===== src/rtl/addr_break_unit.sv =====
module addr_break_unit #(
  parameter int ADDR_W = 20
) (
  input  logic              clk,
  input  logic              rst_n,
  input  logic              cfg_we,
  input  logic [1:0]        cfg_addr,
  input  logic [ADDR_W-1:0] cfg_wdata,
  output logic [ADDR_W-1:0] cfg_rdata,
  input  logic              ibnd_valid,
  input  logic [ADDR_W-1:0] ibnd_addr,
  input  logic              ibnd_long,
  output logic              brk_req,
  input  logic              brk_ack,
  output logic              brk_chan,
  output logic [ADDR_W-1:0] brk_pc
);
  localparam int NCH = 2;

  logic [NCH-1:0][ADDR_W-1:0] match_q;
  logic [NCH-1:0]             en_q;
  logic [NCH-1:0]             hit;
  logic                       sup_q;
  logic [ADDR_W-1:0]          sup_addr_q;
  logic                       suppressed;
  logic                       fire;

  for (genvar c = 0; c < NCH; c++) begin : g_chan
    always_ff @(posedge clk or negedge rst_n)
      if (!rst_n)                                  match_q[c] <= '0;
      else if (cfg_we && cfg_addr == 2'(c))        match_q[c] <= cfg_wdata;
    assign hit[c] = en_q[c] && (ibnd_addr == match_q[c]);
  end

  always_ff @(posedge clk or negedge rst_n)
    if (!rst_n)                          en_q <= '0;
    else if (cfg_we && cfg_addr == 2'd2) en_q <= cfg_wdata[NCH-1:0];

  always_comb
    case (cfg_addr)
      2'd0:    cfg_rdata = match_q[0];
      2'd1:    cfg_rdata = match_q[1];
      2'd2:    cfg_rdata = {{(ADDR_W-NCH){1'b0}}, en_q};
      default: cfg_rdata = '0;
    endcase

  assign suppressed = sup_q && (ibnd_addr == sup_addr_q);
  assign fire       = ibnd_valid && !brk_req && |hit && !suppressed;

  always_ff @(posedge clk or negedge rst_n)
    if (!rst_n) begin
      brk_req    <= 1'b0;
      brk_chan   <= 1'b0;
      brk_pc     <= '0;
      sup_q      <= 1'b0;
      sup_addr_q <= '0;
    end else if (fire) begin
      brk_req    <= 1'b1;
      brk_chan   <= !hit[0];
      brk_pc     <= ibnd_addr + ADDR_W'(ibnd_long ? 2 : 1);
      sup_q      <= 1'b1;
      sup_addr_q <= ibnd_addr;
    end else begin
      if (brk_req && brk_ack) brk_req <= 1'b0;
      if (ibnd_valid && !brk_req && !suppressed) sup_q <= 1'b0;
    end
endmodule



===== config.mk =====
export PLATFORM = sky130hd
export DESIGN_NAME = addr_break_unit
export DESIGN_NICKNAME = d
export VERILOG_FILES = /design/src/rtl/addr_break_unit.sv
export SDC_FILE = /design/constraint.sdc
export NUM_CORES = 1
export LEC_CHECK = 0
export BUFFER_PORTS_ARGS = -buffer_cell sky130_fd_sc_hd__buf_2
export CORE_MARGIN = 2
export CORE_UTILIZATION = 32
export DETAILED_ROUTE_END_ITERATION = 12
export HOLD_SLACK_MARGIN = 0.15
export REMOVE_ABC_BUFFERS = 1
export SYNTH_ARGS = -nofsm -noshare
export SYNTH_HDL_FRONTEND = slang
export SYNTH_SLANG_ARGS = --single-unit

===== constraint.sdc =====
create_clock -name clk -period 5.35 [get_ports clk]
set_clock_uncertainty 0.05 [all_clocks]
set_input_delay 1.07 -clock clk [delete_from_list [all_inputs] [get_ports clk]]
set_output_delay 1.07 -clock clk [all_outputs]
set_load 0.1 [all_outputs]

==> results of run 1 <==
[worst paths after layout]
path | startpoint | to | depth (start not counted)
worst min register to register | sup_q$_DFFE_PN0P_ | sup_q$_DFFE_PN0P_ | 1
max in group asynchronous | rst_n | match_q[7]$_DFFE_PN0P_ | 1
worst min-delay path | sup_q$_DFFE_PN0P_ | sup_q$_DFFE_PN0P_ | 1
worst max-delay path | cfg_addr[0] | cfg_rdata[1] | 4
min in group asynchronous | rst_n | brk_pc[11]$_DFFE_PN0P_ | 1
worst max register to register | match_q[8]$_DFFE_PN0P_ | sup_addr_q[15]$_DFFE_PN0P_ | 7
[layout by cell type (no fill, tap or decap), drive strengths merged, types with 10 or more instances in the layout]
cell / count
clkbuf: 11
mux2: 82
buf: 91
nor2: 24
nand3: 10
nor4: 10
mux2i: 20
nand2: 10
xor2: 46
xnor2: 32
dfrtp: 85
[metrics by stage]
stage	power [mW]	instance area, sq um	hold WS (ns)	setup slack, ns	util [%]
6_report	1.84	5570	0.436	1.64	38.2
5_1_grt	1.92	5570	0.457	1.55	38.2
4_1_cts	1.86	5570	0.434	1.67	38.2
3_5_place_dp	1.21	5260	0.420	1.51	36.0
3_3_place_gp	1.20	5260	0.415	1.59	36.0
2_1_floorplan	1.07	4560	0.399	0.953	-
[final cells by class]
class	instances	area, sq um	share of cell area, %
multi-input cells	265	2420	43.5
flip-flops and latches	85	2130	38.2
repair buffers	91	463	8.31
clock buffers	11	253	4.54
well taps	184	230	4.13
clock inverters	5	58.8	1.06
inverters	4	15.0	0.270
diodes	1	2.50	0.0449
[registers in the layout, summed over array words and instances, names as in the netlist]
register	count
sup_q	1
match_q	40
brk_chan	1
sup_addr_q	20
en_q	2
brk_pc	20
brk_req	1
[logic make-up after synthesis]
family                     synth area share (%)
AOI/OAI and AO/OA                          1.22
xor gates and xnor gates                   14.2
adders and majority gates                 0.937
buffers and inverters                      5.54
DFF                                        44.2
muxes                                      26.3
and+or+nand+nor                            7.50
[routing by layer]
metal / routed length [um] / up-vias
met5: 0 / -
met2: 5390 / 68
met3: 428 / 13
met1: 5440 / 1543
met4: 219 / 0
li1: - / 1456
[power breakdown]
group / internal, mW / leakage [nW] / total [mW] / switching [mW]
Clock: 0.387 / 0.148 / 0.651 / 0.264
Sequential: 0.703 / 1.10 / 0.762 / 0.0582
Combinational: 0.140 / 1.41 / 0.428 / 0.288
Total: 1.23 / 2.65 / 1.84 / 0.611
==> run_results.csv, run 1 <==
group,metric,value,unit
detailed_routing,drt_pass1_iterations,4,
floorplan,die_y,127,um
timing,finalCritPeriodShare,69.4,%
flow_run,maxCapViolCount,0,
synth,synth_cell_types,31,
critical_path,cp-end-kind,"output pin",
timing,clock.fmax,0.269,GHz
global_route,grt_pass1_wl,18500,um
cts,clk_pin_slew_worst_paths,0.06,ns
outcome,outcome,"finished, final reports clean",
timing,finalHoldViolations,0,
synth,ys_seq_elements,85,
floorplan,die_x,127,um
cts,clock_tree.root_cell,"clkbuf_16",
detailed_routing,dr.first_iter.drc_count,137,
place,gp_congestion,0.763,
cts,cts_resized,0,
cts,cts_buffer_depth,2,
detailed_routing,wirelength,11500,um
timing,worst_slew_pin_slew,1.15,ns
critical_path,cp.required,4.23,ns
place,hpwl,8500,um
synth,netlist_instances,386,
layout,syn_to_final_growth,15.9,%
layout,nNetsFinal,507,
critical_path,crit_type,"in -> out",
synth,yosysWarnings,0,
critical_path,critPathBufInv,2,
global_route,use_met3,2.74,%
layout,fillers,1411,
synth,yosysSeqAreaShare,44.2,%
critical_path,ff2ff_setup_slack,2.37,ns
synth,synth.largest_area_cell,"dfrtp_1",
critical_path,critical_path.cell_chain,"buf_2 > mux2i_1 > o21ai_0 > buf_2",
global_route,grt_use_met1,20.3,%
timing,maxSlewHeadroom,23.4,%
layout,drive_above_1_share,41.4,%
cts,clock-sinks,85,
global_route,grt_pass1_vias,3325,
global_route,grt_overflow,0,
timing,drv_slew,0,
floorplan,io_pins,90,
timing,tns,0,ns
cts,cts_hold_buffers,0,
place,io_buffer_count,89,
critical_path,slowest_stage,"buf_2",
synth,synth.area.top_cells,"dfrtp_1 (44%), mux2_4 (12%), mux2_2 (10%), xor2_1 (8.4%), xnor2_1 (5.8%)",
layout,stdcell_count,646,
critical_path,critPathMostFrequentCell,"buf_2",
synth,yosysMostFrequentCell,"dfrtp_1",
cts,cts_buffers,9,
synth,synthTopCellsByCount,"dfrtp_1 (85), xor2_1 (46), mux2_2 (44), mux2_4 (38), xnor2_1 (32)",
pwr,powerDensity,331,nW/um^2
synth,netlist_area,4810,sq um
detailed_routing,vias_per_cell,4.77,
timing,setup_viol,0,
detailed_routing,drc_errors,0,
critical_path,crit_arrival,2.59,ns
floorplan,core_area,14600,sq um
global_route,gr-usage-met2,23.5,%
synth,synthFlopType,"dfrtp_1",
global_route,grt_max_degree,86,
floorplan,start_util,33.0,%
worst_hold_path,hp-class,"reg -> reg",
detailed_routing,ant_nets,0,
floorplan,dieArea,16000,sq um
cts,htreeDepth,3,
critical_path,crit_path_max_incr_delay,0.57,ns
global_route,antenna_found_initial,1,
synth,syn_avg_cell_area,12.5,sq um
cts,cts_setup_buffers,0,
critical_path,critPathMaxFanout,23,
synth,synth_top_area_share,44.2,%
timing,period_minus_slack,3.71,ns
critical_path,critPathTopFamily,"buffers and inverters",
timing,rsz0062_at_grt,"no",
synth,async_flop_share,100,%
pwr,irDropWorstVdd,0.177,mV
critical_path,start_kind,"input port",
detailed_routing,wl_per_cell,17.8,um
floorplan,rows,44,
cts,cts_tree,"done",
detailed_routing,vias,3080,
place,dp.cells,629,
pwr,p_leak,2.65,nW
synth,synth_edf_count,0,
cts,clk_latency,0.34,ns
global_route,busiest_layer,"met2",
global_route,grt_usage,14.8,%
No activity file was read; power rests on OpenSTA's default activity.
==> run 2, diff against run 1 <==
- clock period: 5.35 -> 3.5 ns (I/O delays scaled with it)
==> run 2 against run 1 <==
Utilization barely moved; global-route usage about the same; critical path depth did not move; total power rose by 46%; flip-flop and latch count unchanged; clock-buffer cell count rose by 2; register-to-register slack got worse by 1.3 ns; first-iteration DRC count grew 2.9%; clock power rose by 31%; critical endpoint unchanged.
==> run_results.csv, run 2 (same netlist as run 1, synthesis figures left out) <==
group,metric,value,unit
critical_path,start_kind,"input port",
flow_run,maxCapViolCount,0,
layout,stdcell_count,646,
detailed_routing,wirelength,11300,um
place,placed_area,5310,sq um
detailed_routing,ant_nets,0,
layout,final_cell_area,5570,sq um
pwr,powerDensity,481,nW/um^2
timing,finalCritPeriodShare,80.9,%
cts,clock_tree.root_cell,"clkbuf_16",
place,hpwl,8580,um
pwr,irDropWorstVdd,0.248,mV
timing,drv_slew,0,
pwr,p_leak,2.65,nW
global_route,grt_usage,14.9,%
detailed_routing,vias_per_cell,4.71,
layout,utilization,38.2,%
cts,cts_setup_buffers,0,
layout,diodes,0,
floorplan,start_util,33.0,%
critical_path,ff2ff_setup_slack,1.04,ns
timing,tns,0,ns
place,dpl_worst_slack,0.543,ns
layout,nNetsFinal,509,
timing,finalHoldViolations,0,
timing,worst_slew_pin_slew,1.10,ns
floorplan,die_y,127,um
detailed_routing,wl_per_cell,17.6,um
critical_path,crit_arrival,2.08,ns
detailed_routing,drt_pass1_iterations,4,
detailed_routing,drc_errors,0,
timing,period_minus_slack,2.83,ns
detailed_routing,vias,3040,
place,gp_congestion,0.784,
critical_path,critical_path.cell_chain,"buf_2 > mux2i_1 > o21ai_0 > buf_2",
global_route,grt_overflow,0,
timing,clock.fmax,0.353,GHz
floorplan,rows,44,
floorplan,core_area,14600,sq um
layout,syn_to_final_growth,15.8,%
cts,cts_hold_buffers,0,
layout,drive_above_1_share,40.9,%
timing,rsz0062_at_grt,"no",
floorplan,dieArea,16000,sq um
global_route,grt_pass1_vias,3343,
outcome,outcome,"finished, final reports clean",
place,dp.cells,631,
layout,regMostFlops,"match_q",
cts,htreeDepth,3,
cts,clk_latency,0.34,ns
cts,cts_tree,"done",
timing,layout_setup_ws,0.670,ns
layout,largest_reg_flops,40,
timing,maxSlewHeadroom,26.8,%
critical_path,slowest_stage,"buf_2",
cts,cts_buffer_depth,2,
cts,cts_buffers,9,
floorplan,io_pins,90,
detailed_routing,dr.first_iter.drc_count,141,
timing,setup_viol,0,
critical_path,critPathMaxFanout,23,
critical_path,crit_path_max_incr_delay,0.55,ns
cts,clock-sinks,85,
cts,clk_pin_slew_worst_paths,0.06,ns
global_route,grt_pass1_wl,18300,um
timing,hold_slack,0.443,ns
cts,cts_resized,0,
critical_path,cp-end-kind,"output pin",
layout,layout_commonest_cell,"buf_2",
critical_path,cp.required,2.75,ns
layout,layout_common_cells,"buf_2 (88), dfrtp_1 (85), xor2_1 (46), mux2_2 (44), mux2_4 (38)",
worst_hold_path,hp-class,"reg -> reg",
critical_path,critPathMostFrequentCell,"buf_2",
pwr,finalPower,2.68,mW
layout,largestRegisters,"match_q: 40 flops, brk_pc: 20 flops, sup_addr_q: 20 flops",
global_route,grt_max_degree,86,
critical_path,crit_type,"in -> out",
global_route,antenna_found_initial,0,
place,io_buffer_count,89,
floorplan,die_x,127,um
==> run 2: changes by cell type in the layout (fill, tap and decap cells not counted) <==
| cell | delta |
|---|---|
| clkinvlp_4 | -2 |
| clkinv_2 | +1 |
| buf_4 | -1 |
| diode_2 | -1 |
| clkbuf_8 | -1 |
| clkinv_4 | -1 |
| buf_12 | +3 |
| clkbuf_1 | +3 |
| bufinv_16 | -1 |
==> run 2: path summary, 6_finish.rpt <==
kind	start	endpoint	cells past startpoint
max in group asynchronous	rst_n	match_q[32]$_DFFE_PN0P_	1
min in group asynchronous	rst_n	brk_pc[14]$_DFFE_PN0P_	1
worst min register to register	brk_req$_DFFE_PN0P_	brk_req$_DFFE_PN0P_	1
worst max register to register	match_q[37]$_DFFE_PN0P_	brk_pc[9]$_DFFE_PN0P_	7
worst max-delay path	cfg_addr[0]	cfg_rdata[1]	4
worst min-delay path	brk_req$_DFFE_PN0P_	brk_req$_DFFE_PN0P_	1
==> run 2: layout make-up <==
class	instances	area (sq um)
Clock buffer	13	250
Clock inverter	2	10.0
Fill cell	1420	9020
Inverter	4	15.0
Multi-Input combinational cell	265	2420
Sequential cell	85	2130
Tap cell	184	230
Timing Repair Buffer	93	515
==> run 2: report_power, final <==
| part | leakage (nW) | switching, mW | internal (mW) | total (mW) |
|---|---|---|---|---|
| Combinational | 1.43 | 0.444 | 0.215 | 0.659 |
| Sequential | 1.10 | 0.0897 | 1.08 | 1.17 |
| Clock | 0.129 | 0.362 | 0.494 | 0.856 |
==> run 2: worst max-delay path, delay by kind of cell <==
family,cells,cell delay [ns]
mux,1,0.18
buf+inv,2,1.00
compound gates,1,0.18
==> run 2: metal layers <==
metal / routed length [um] / vias to the layer above / track usage (%) / part of all wire, %
met5: 0 / - / 0 / 0
met4: 238 / 0 / 6.14 / 2.1
met3: 358 / 15 / 2.91 / 3.2
met2: 5380 / 61 / 23.7 / 47
met1: 5360 / 1507 / 19.8 / 47
li1: - / 1457 / - / -
==> run 3, diff against run 2 <==
- clock period: 3.5 -> 2.6 ns (I/O delays scaled with it)
==> run 3 against run 2 <==
Non-clock buffer count grew 12; sequential share of layout area shrank 2.6 points; critical path type unchanged; clock power grew 41%; register-to-register slack lost 0.73 ns.
==> run_results.csv, run 3 (same netlist as run 1, synthesis figures left out) <==
group,metric,value,unit
flow_run,maxCapViolCount,0,
layout,layout_commonest_cell,"dfrtp_1",
place,gp_congestion,0.797,
critical_path,cp.required,2.03,ns
cts,cts_buffers,9,
cts,clk_pin_slew_worst_paths,0.05,ns
layout,layout_common_cells,"dfrtp_1 (85), buf_2 (68), xor2_1 (46), mux2_2 (44), mux2_4 (38)",
layout,diodes,0,
layout,regMostFlops,"match_q",
timing,worst_slew_pin_slew,0.607,ns
detailed_routing,vias_per_cell,4.77,
global_route,grt_use_met1,19.1,%
layout,largestRegisters,"match_q: 40 flops, brk_pc: 20 flops, sup_addr_q: 20 flops",
timing,drv_slew,0,
layout,drive_above_1_share,42.4,%
global_route,use_met3,4.64,%
floorplan,dieArea,16000,sq um
timing,setup_viol,0,
timing,maxSlewHeadroom,59.5,%
detailed_routing,vias,3138,
pwr,p_leak,2.80,nW
pwr,irDropWorstVdd,0.353,mV
layout,final_cell_area,5980,sq um
global_route,grt_max_degree,46,
detailed_routing,ant_nets,0,
layout,largest_reg_flops,40,
floorplan,rows,44,
global_route,grt_pass1_wl,18700,um
critical_path,slowest_stage,"buf_2",
critical_path,cp-end-kind,"output pin",
cts,clk_latency,0.34,ns
worst_hold_path,hp-class,"in -> reg",
place,placed_area,5690,sq um
cts,clock-sinks,85,
global_route,grt_overflow,0,
timing,hold_slack,0.378,ns
floorplan,start_util,33.0,%
critical_path,crit_arrival,1.80,ns
critical_path,critical_path.cell_chain,"buf_2 > buf_4 > mux2i_1 > nor2_1 > buf_12",
place,hpwl,9020,um
floorplan,core_area,14600,sq um
global_route,antenna_found_initial,0,
detailed_routing,dr.first_iter.drc_count,174,
cts,clock_tree.root_cell,"clkbuf_16",
detailed_routing,drt_pass1_iterations,4,
pwr,powerDensity,642,nW/um^2
outcome,outcome,"finished, final reports clean",
critical_path,start_kind,"input port",
global_route,gr-usage-met2,25.6,%
detailed_routing,drc_errors,0,
detailed_routing,wirelength,12000,um
layout,nNetsFinal,521,
timing,finalHoldViolations,0,
cts,cts_buffer_depth,2,
detailed_routing,wl_per_cell,18.2,um
layout,syn_to_final_growth,24.4,%
timing,period_minus_slack,2.37,ns
global_route,busiest_layer,"met2",
timing,clock.fmax,0.421,GHz
critical_path,critPathMaxFanout,19,
floorplan,die_x,127,um
cts,htreeDepth,3,
critical_path,crit_type,"in -> out",
place,io_buffer_count,89,
floorplan,die_y,127,um
floorplan,io_pins,90,
timing,finalCritPeriodShare,91.3,%
global_route,grt_usage,15.3,%
cts,cts_resized,0,
global_route,grt_pass1_vias,3399,
critical_path,crit_path_max_incr_delay,0.48,ns
timing,rsz0062_at_grt,"no",
cts,cts_tree,"done",
layout,utilization,41.0,%
-- run 3: repair_timing --
action | CTS | global route
buffers inserted | 0 | 0
hold endpoints to repair | 40 | 0
hold buffers | 1 | 0
-- run 3: metrics by stage --
step | std cells | TNS [ns] | total power, mW | setup WS [ns]
3_3_place_gp | 642 | 0 | 2.64 | 0.0303
5_1_grt | 658 | 0 | 4.00 | 0.175
2_1_floorplan | 354 | -33.35 | 2.21 | -0.832
3_5_place_dp | 642 | 0 | 2.66 | 0.0159
6_report | 658 | 0 | 3.84 | 0.226
4_1_cts | 658 | 0 | 3.89 | 0.200
-- run 3: critical path, delay by kind of cell --
kind	cells	cell delay, ns
multiplexers	1	0.24
buffers and inverters	3	0.93
AND/OR/NAND/NOR	1	0.10
-- run 3: area by class of cell --
class | instances | area, sq um
Tap cell | 184 | 230
Fill cell | 1387 | 8610
Clock buffer | 14 | 274
Sequential cell | 85 | 2130
Clock inverter | 1 | 5.00
Inverter | 4 | 15.0
Multi-Input combinational cell | 265 | 2420
Timing Repair Buffer | 105 | 908
-- run 3: routing by layer --
layer | up-vias | part of all wire [%] | wire [um]
li1 | 1486 | - | -
met1 | 1573 | 44 | 5320
met2 | 66 | 49 | 5910
met3 | 13 | 4.4 | 526
met4 | 0 | 1.7 | 202
met5 | - | 0 | 0
-- run 3: path summary, 6_finish.rpt --
check / startpoint / endpoint / slack, ns / depth (start not counted)
min reg2reg: brk_req$_DFFE_PN0P_ / brk_req$_DFFE_PN0P_ / 0.44 / 1
min in group asynchronous: rst_n / brk_pc[11]$_DFFE_PN0P_ / 0.67 / 2
max in group asynchronous: rst_n / match_q[15]$_DFFE_PN0P_ / 1.18 / 3
min: cfg_wdata[17] / match_q[37]$_DFFE_PN0P_ / 0.38 / 2
max reg2reg: match_q[20]$_DFFE_PN0P_ / brk_pc[6]$_DFFE_PN0P_ / 0.31 / 7
max: cfg_addr[0] / cfg_rdata[9] / 0.23 / 5
-- run 3: report_power, final --
part	internal, mW	switching, mW	total, mW
clock	0.720	0.495	1.21
combinational	0.432	0.630	1.06
sequential	1.45	0.116	1.56
total	2.60	1.24	3.84
